File: config.mk
export PLATFORM = sky130hd
export DESIGN_NAME = pci_irq_combiner
export DESIGN_NICKNAME = d
export VERILOG_FILES = /design/src/rtl/pci_irq_combiner.sv
export SDC_FILE = /design/constraint.sdc
export NUM_CORES = 1
export LEC_CHECK = 0
export BUFFER_PORTS_ARGS = -buffer_cell sky130_fd_sc_hd__buf_2
export CAP_MARGIN = 10
export CORE_UTILIZATION = 49
export DETAILED_ROUTE_END_ITERATION = 8
export GPL_TIMING_DRIVEN = 0
export PLACE_DENSITY = 0.93
export SKIP_CTS_REPAIR_TIMING = 1
export SYNTH_ARGS = -nofsm -noshare
export SYNTH_HDL_FRONTEND = slang
export SYNTH_SLANG_ARGS = --single-unit
File: constraint.sdc
create_clock -name clk -period 2.1 [get_ports clk]
set_clock_uncertainty 0.15 [all_clocks]
set_input_delay 0.315 -clock clk [delete_from_list [all_inputs] [get_ports clk]]
set_output_delay 0.315 -clock clk [all_outputs]
set_load 0.005 [all_outputs]
File: src/rtl/pci_irq_combiner.sv
module pci_irq_combiner #(
  parameter int SYNC_DEPTH = 2,
  parameter logic [7:0] PINSEL_RESET = 8'd1
) (
  input  logic       clk,
  input  logic       rst_n,
  input  logic       reg_wr,
  input  logic [1:0] reg_sel,
  input  logic [7:0] reg_wdata,
  output logic [7:0] reg_rdata,
  input  logic [1:0] gp_pin,
  input  logic       lpt_req,
  input  logic       pinsel_ld,
  input  logic [7:0] pinsel_data,
  output logic       inta_n,
  output logic       inta_oe
);

  localparam logic [1:0] SEL_GIR = 2'd0;
  localparam logic [1:0] SEL_POL = 2'd1;
  localparam logic [1:0] SEL_PIN = 2'd2;

  logic [2:0] en_q;
  logic [1:0] pol_q;
  logic [7:0] pinsel_q;
  logic [1:0] sync_q [SYNC_DEPTH];
  logic [2:0] src_lvl;
  logic       any_req;
  logic       route_ok;

  wire unused_wbits = ^reg_wdata[7:3];

  always_ff @(posedge clk or negedge rst_n) begin
    if (!rst_n) begin
      for (int i = 0; i < SYNC_DEPTH; i++) sync_q[i] <= '0;
    end else begin
      sync_q[0] <= gp_pin;
      for (int i = 1; i < SYNC_DEPTH; i++) sync_q[i] <= sync_q[i-1];
    end
  end

  always_ff @(posedge clk or negedge rst_n) begin
    if (!rst_n) begin
      en_q  <= '0;
      pol_q <= '0;
    end else if (reg_wr) begin
      if (reg_sel == SEL_GIR) en_q  <= reg_wdata[2:0];
      if (reg_sel == SEL_POL) pol_q <= reg_wdata[1:0];
    end
  end

  always_ff @(posedge clk or negedge rst_n) begin
    if (!rst_n)         pinsel_q <= PINSEL_RESET;
    else if (pinsel_ld) pinsel_q <= pinsel_data;
  end

  assign src_lvl  = {lpt_req, sync_q[SYNC_DEPTH-1] ^ pol_q};
  assign any_req  = |(src_lvl & en_q);
  assign route_ok = (pinsel_q == 8'd1);
  assign inta_oe  = any_req & route_ok;
  assign inta_n   = ~inta_oe;

  always_comb begin
    case (reg_sel)
      SEL_GIR: reg_rdata = {1'b0, src_lvl, 1'b0, en_q};
      SEL_POL: reg_rdata = {6'b0, pol_q};
      SEL_PIN: reg_rdata = pinsel_q;
      default: reg_rdata = 8'h00;
    endcase
  end

  AST_OPEN_DRAIN: assert property (@(posedge clk) disable iff (!rst_n) inta_oe |-> !inta_n);
  AST_PIN_GATE: assert property (@(posedge clk) disable iff (!rst_n) (pinsel_q != 8'd1) |-> !inta_oe);
  AST_PIN_HOLD: assert property (@(posedge clk) disable iff (!rst_n) !pinsel_ld |=> $stable(pinsel_q));
  AST_EN_HOLD: assert property (@(posedge clk) disable iff (!rst_n) !(reg_wr && reg_sel == SEL_GIR) |=> $stable(en_q));
  AST_MASKED: assert property (@(posedge clk) disable iff (!rst_n) (en_q == 3'b000) |-> !inta_oe);

endmodule

After elaboration in Yosys (flattened, before gate mapping) --
Cells that the tools add are included.
Storage, ports and cells: register bits 17, bits of input ports 25, output and inout bits 10, word-level logic and storage cells 17
Cells by class: equal/unequal tests 3, multiplexer cells 1, bitwise operators 4, reductions and logical operators 4
Operators by type and width (number):
- case mux 8 bit (3 select lines) | 1
- == test 8 x 1 -> 1 bit, second input constant | 1
- AND reduction 2 bit | 2
- AND 3 bit | 1
- OR reduction 3 bit | 1
- == test 2 x 1 -> 1 bit, second input constant | 1
- == test 2 bit, second input constant | 1
- logical NOT 2 bit | 1
- XOR 2 bit | 1
- AND 1 bit | 1
- NOT 1 bit | 1

Longest topological paths before layout --
depth after elaboration 5, depth in mapped cells 4, mapped depth without buffers 3

Least setup slack after synthesis --
OpenSTA, ideal clock, no wires.
path kind register to output, start point register pinsel_q[0], end point output inta_n, arrival 1.025 ns, data required time 1.635 ns, path slack 0.610 ns, stages on the path, launching flop included 4, path buffers 0, path through dfstp_2 -> nor4b_1 -> nand2_1 -> a31o_2
On the way: longest elaborated chain between the ends 3
RTL lines:
- start, declared | RTL line 25 | logic [7:0] pinsel_q;
- start signal, assigned | RTL line 54 | else if (pinsel_ld) pinsel_q <= pinsel_data;
- == test 8 x 1 -> 1 bit | RTL line 59 | assign route_ok = (pinsel_q == 8'd1);
- AND 1 bit | RTL line 60 | assign inta_oe = any_req & route_ok;
- NOT 1 bit | RTL line 61 | assign inta_n = ~inta_oe;
- end, declared | RTL line 15 | output logic inta_n,
No other way between the ends.

Final worst setup path --
start point register pinsel_q[0], end point output inta_oe
On the way: longest elaborated chain between the ends 2
RTL lines:
- == test 8 x 1 -> 1 bit | RTL line 59
- AND 1 bit | RTL line 60
- end, declared | RTL line 16 | output logic inta_oe
No other way between the ends.

==> qor.yml <==
die:
  die_h_um: 42.7
  initial_core_util_pct: 53.4
  core_area_sq_um: 1520
  die_area_sq_um: 1830
  num_rows: 14
  dieWidth_um: 42.7
  ios: 35
worst_setup_path:
  crit_type: "flip-flop to primary output"
  crit_required_ps: 1630
  end_kind: "primary output"
  critPathSlowestCell: "dfstp_2"
  worstPathArrival_ps: 1530
  crit_path_end: "inta_oe"
  crit_fanout: 3
  cp-start-kind: "flip-flop"
  worst_path_largest_cell_delay_ps: 550
  rr_worst_depth: 1
  timing.rr.end: "pinsel_q[3]"
  worstReg2RegStart: "pinsel_q[3]"
  rrSetupSlack_ps: 1140
  crit_path_cell_trace: "nor4b_2, nand2_1, a31oi_1, buf_2"
  crit_start: "pinsel_q[0]"
cells_and_area:
  seq_area_sq_um: 427
  nNetsFinal: 121
  antenna_cells: 0
  syn2layout_area_growth_pct: 26.2
  fill_cells: 126
  multi_input_area_sq_um: 365
  final_util_pct: 67.3
  drive_gt1_share_pct: 52.6
power_and_ir_drop:
  finalPower_uw: 715
  leakage_nw: 0.501
  p_per_area_nw_per_um2: 697
  vdd_ir_drop_max_mv: 0.521
clock_tree:
  cts.reportedPaths.clkPinSlew_ps: 90
  root_buffer: "clkbuf_4"
  clockBufferDepth: 2
  h-tree-depth: 1
  cts_tree: "built"
  clk_latency_ps: 280
  cts.sinks: 17
  cts_buffers: 3
detailed_routing:
  routed_wl_um: 1770
  drcViolationCount: 0
  vias: 624
  detail-route-antenna-nets: 0
  wl_per_cell_um: 16.0
  firstDrtPassIters: 4
  via_per_inst: 5.62
  first_iter_violations: 12
synthesis:
  yosys-top-cells-area: "dfrtp_1 (49%), mux2_2 (18%), mux2i_1 (7.4%)"
  synth_xor_xnor_area_share_pct: 2.15
  async_flop_share_pct: 100
  ys_seq_area_share_pct: 52.5
  ys_ff_latch: 17
  netlist_instances: 62
  synthTopCellsByCount: "dfrtp_1 (16), mux2_2 (13), mux2i_1 (6), nand2_1 (6), nor2_1 (4)"
  synth_top_family_by_area: "multiplexers"
  synth_area_per_cell_sq_um: 13.1
  synth_compound_area_share_pct: 3.08
  yosysTopAreaCellShare_pct: 49.2
  yosysWarningCount: 0
  synthesis.nets: 87
  synth_simple_gate_area_share_pct: 13.5
  yosysUniqueCellTypes: 18
  synth_fa_ha_area_share_pct: 0
  syn-cell-area_sq_um: 813
  synth_edf_count: 0
  yosys.area.top_type: "dfrtp_1"
  synth_most_common_cell: "dfrtp_1"
  synth_mux_area_share_pct: 25.4
  synth_ff_type: "dfrtp_1"
sta:
  relSlewSlack_pct: 75.1
  slew_violations: 0
  fin_ws_ps: 108
  setup_tns_ps: 0
  rsz0062_at_grt: "no"
  fmax_mhz: 502
  fin_crit_sh_pct: 94.9
  setup_viol: 0
  fin_crit_ps: 1990
  finalHoldViolations: 0
  worst_slew_pin_slew_ps: 373
job:
  max_cap_violations: 0
hold_path:
  min_from: "pinsel_data[5]"
  holdCritPathClass: "primary input to flip-flop"
run_status:
  status: "completed"
global_routing:
  grt.overflow.total: 0
  grt_pass1_wl_um: 2720
  grt_use_total_pct: 21.2
  antenna_found_initial: 0
  grt_max_degree: 18
  grt_pass1_vias: 630
place:
  place_ws_ps: 388
  place.gp.congestion: 0.803
  io_buffers: 26
  dpl.hpwl_um: 1370
==> layout by cell type, fill, tap and decap left out, drive strengths merged <==
cell type    instances
buf                 29
dfrtp               16
mux2                13
mux2i                6
nand2                6
nor2                 4
clkbuf               4
dlygate4sd3          3
o21ai                2
and2                 2
xor2                 2
nor2b                1
nor4b                1
nor4                 1
a31oi                1
a31o                 1
nor3b                1
nand3b               1
dfstp                1
==> where the power goes <==
| group | switching, mW | internal [mW] |
|---|---|---|
| clock network | 0.0934 | 0.0739 |
| registers | 0.0326 | 0.366 |
| logic | 0.0668 | 0.0817 |
==> cell families (layout without fill, tap and decap cells) <==
| group | Yosys count | count (layout) |
|---|---|---|
| multiplexers | 19 | 19 |
| AND/OR/NAND/NOR | 17 | 17 |
| flip-flops | 17 | 17 |
| buffers and inverters | 3 | 36 |
| XOR/XNOR | 2 | 2 |
| AO/OA/AOI/OAI | 4 | 4 |
==> metrics by stage <==
stage                     hold slack [ps]  instances  cell area (sq um)
after floorplan                      -131         62                813
after global placement               93.9        104                963
after detailed placement              105        104                963
after CTS                            -214        108                990
after global routing                  105        111               1030
final                                 104        111               1030
==> critical path: cells and delay by family (launching register included) <==
kind                   cells  cell delay [ps]
AND/OR/NAND/NOR            2              300
buffers and inverters      1              160
flip-flops                 1              550
AO/OA/AOI/OAI              1              230
==> state kept, by name, indices dropped and copies added (netlist names) <==
signal / cells
pinsel_q: 8
sync_q: 4
en_q: 3
pol_q: 2
==> per-layer routing <==
layer	global-route usage [%]	vias up	wire length [um]
met5	0	-	0
met4	12.5	0	41
met3	4.68	7	109
met2	39.1	30	960
met1	21.3	302	663
li1	-	285	-
==> layout make-up <==
| class | instances | area share (%) |
|---|---|---|
| Timing Repair Buffer | 29 | 15.6 |
| Tap cell | 16 | 1.95 |
| Multi-Input combinational cell | 42 | 35.6 |
| Buffer | 3 | 2.68 |
| Sequential cell | 17 | 41.6 |
| Clock buffer | 4 | 2.56 |
==> worst min path at each step <==
| stage | cells past startpoint | endpoint |
|---|---|---|
| 4_1_cts | 1 | pinsel_q[2] |
| 3_5_place_dp | 1 | pinsel_q[3] |
| 2_1_floorplan | 0 | en_q[0] |
| 5_1_grt | 2 | pinsel_q[5] |
| 3_3_place_gp | 1 | pinsel_q[6] |
| 6_report | 2 | pinsel_q[5] |
Note: power is estimated with default switching activity, not from simulation.
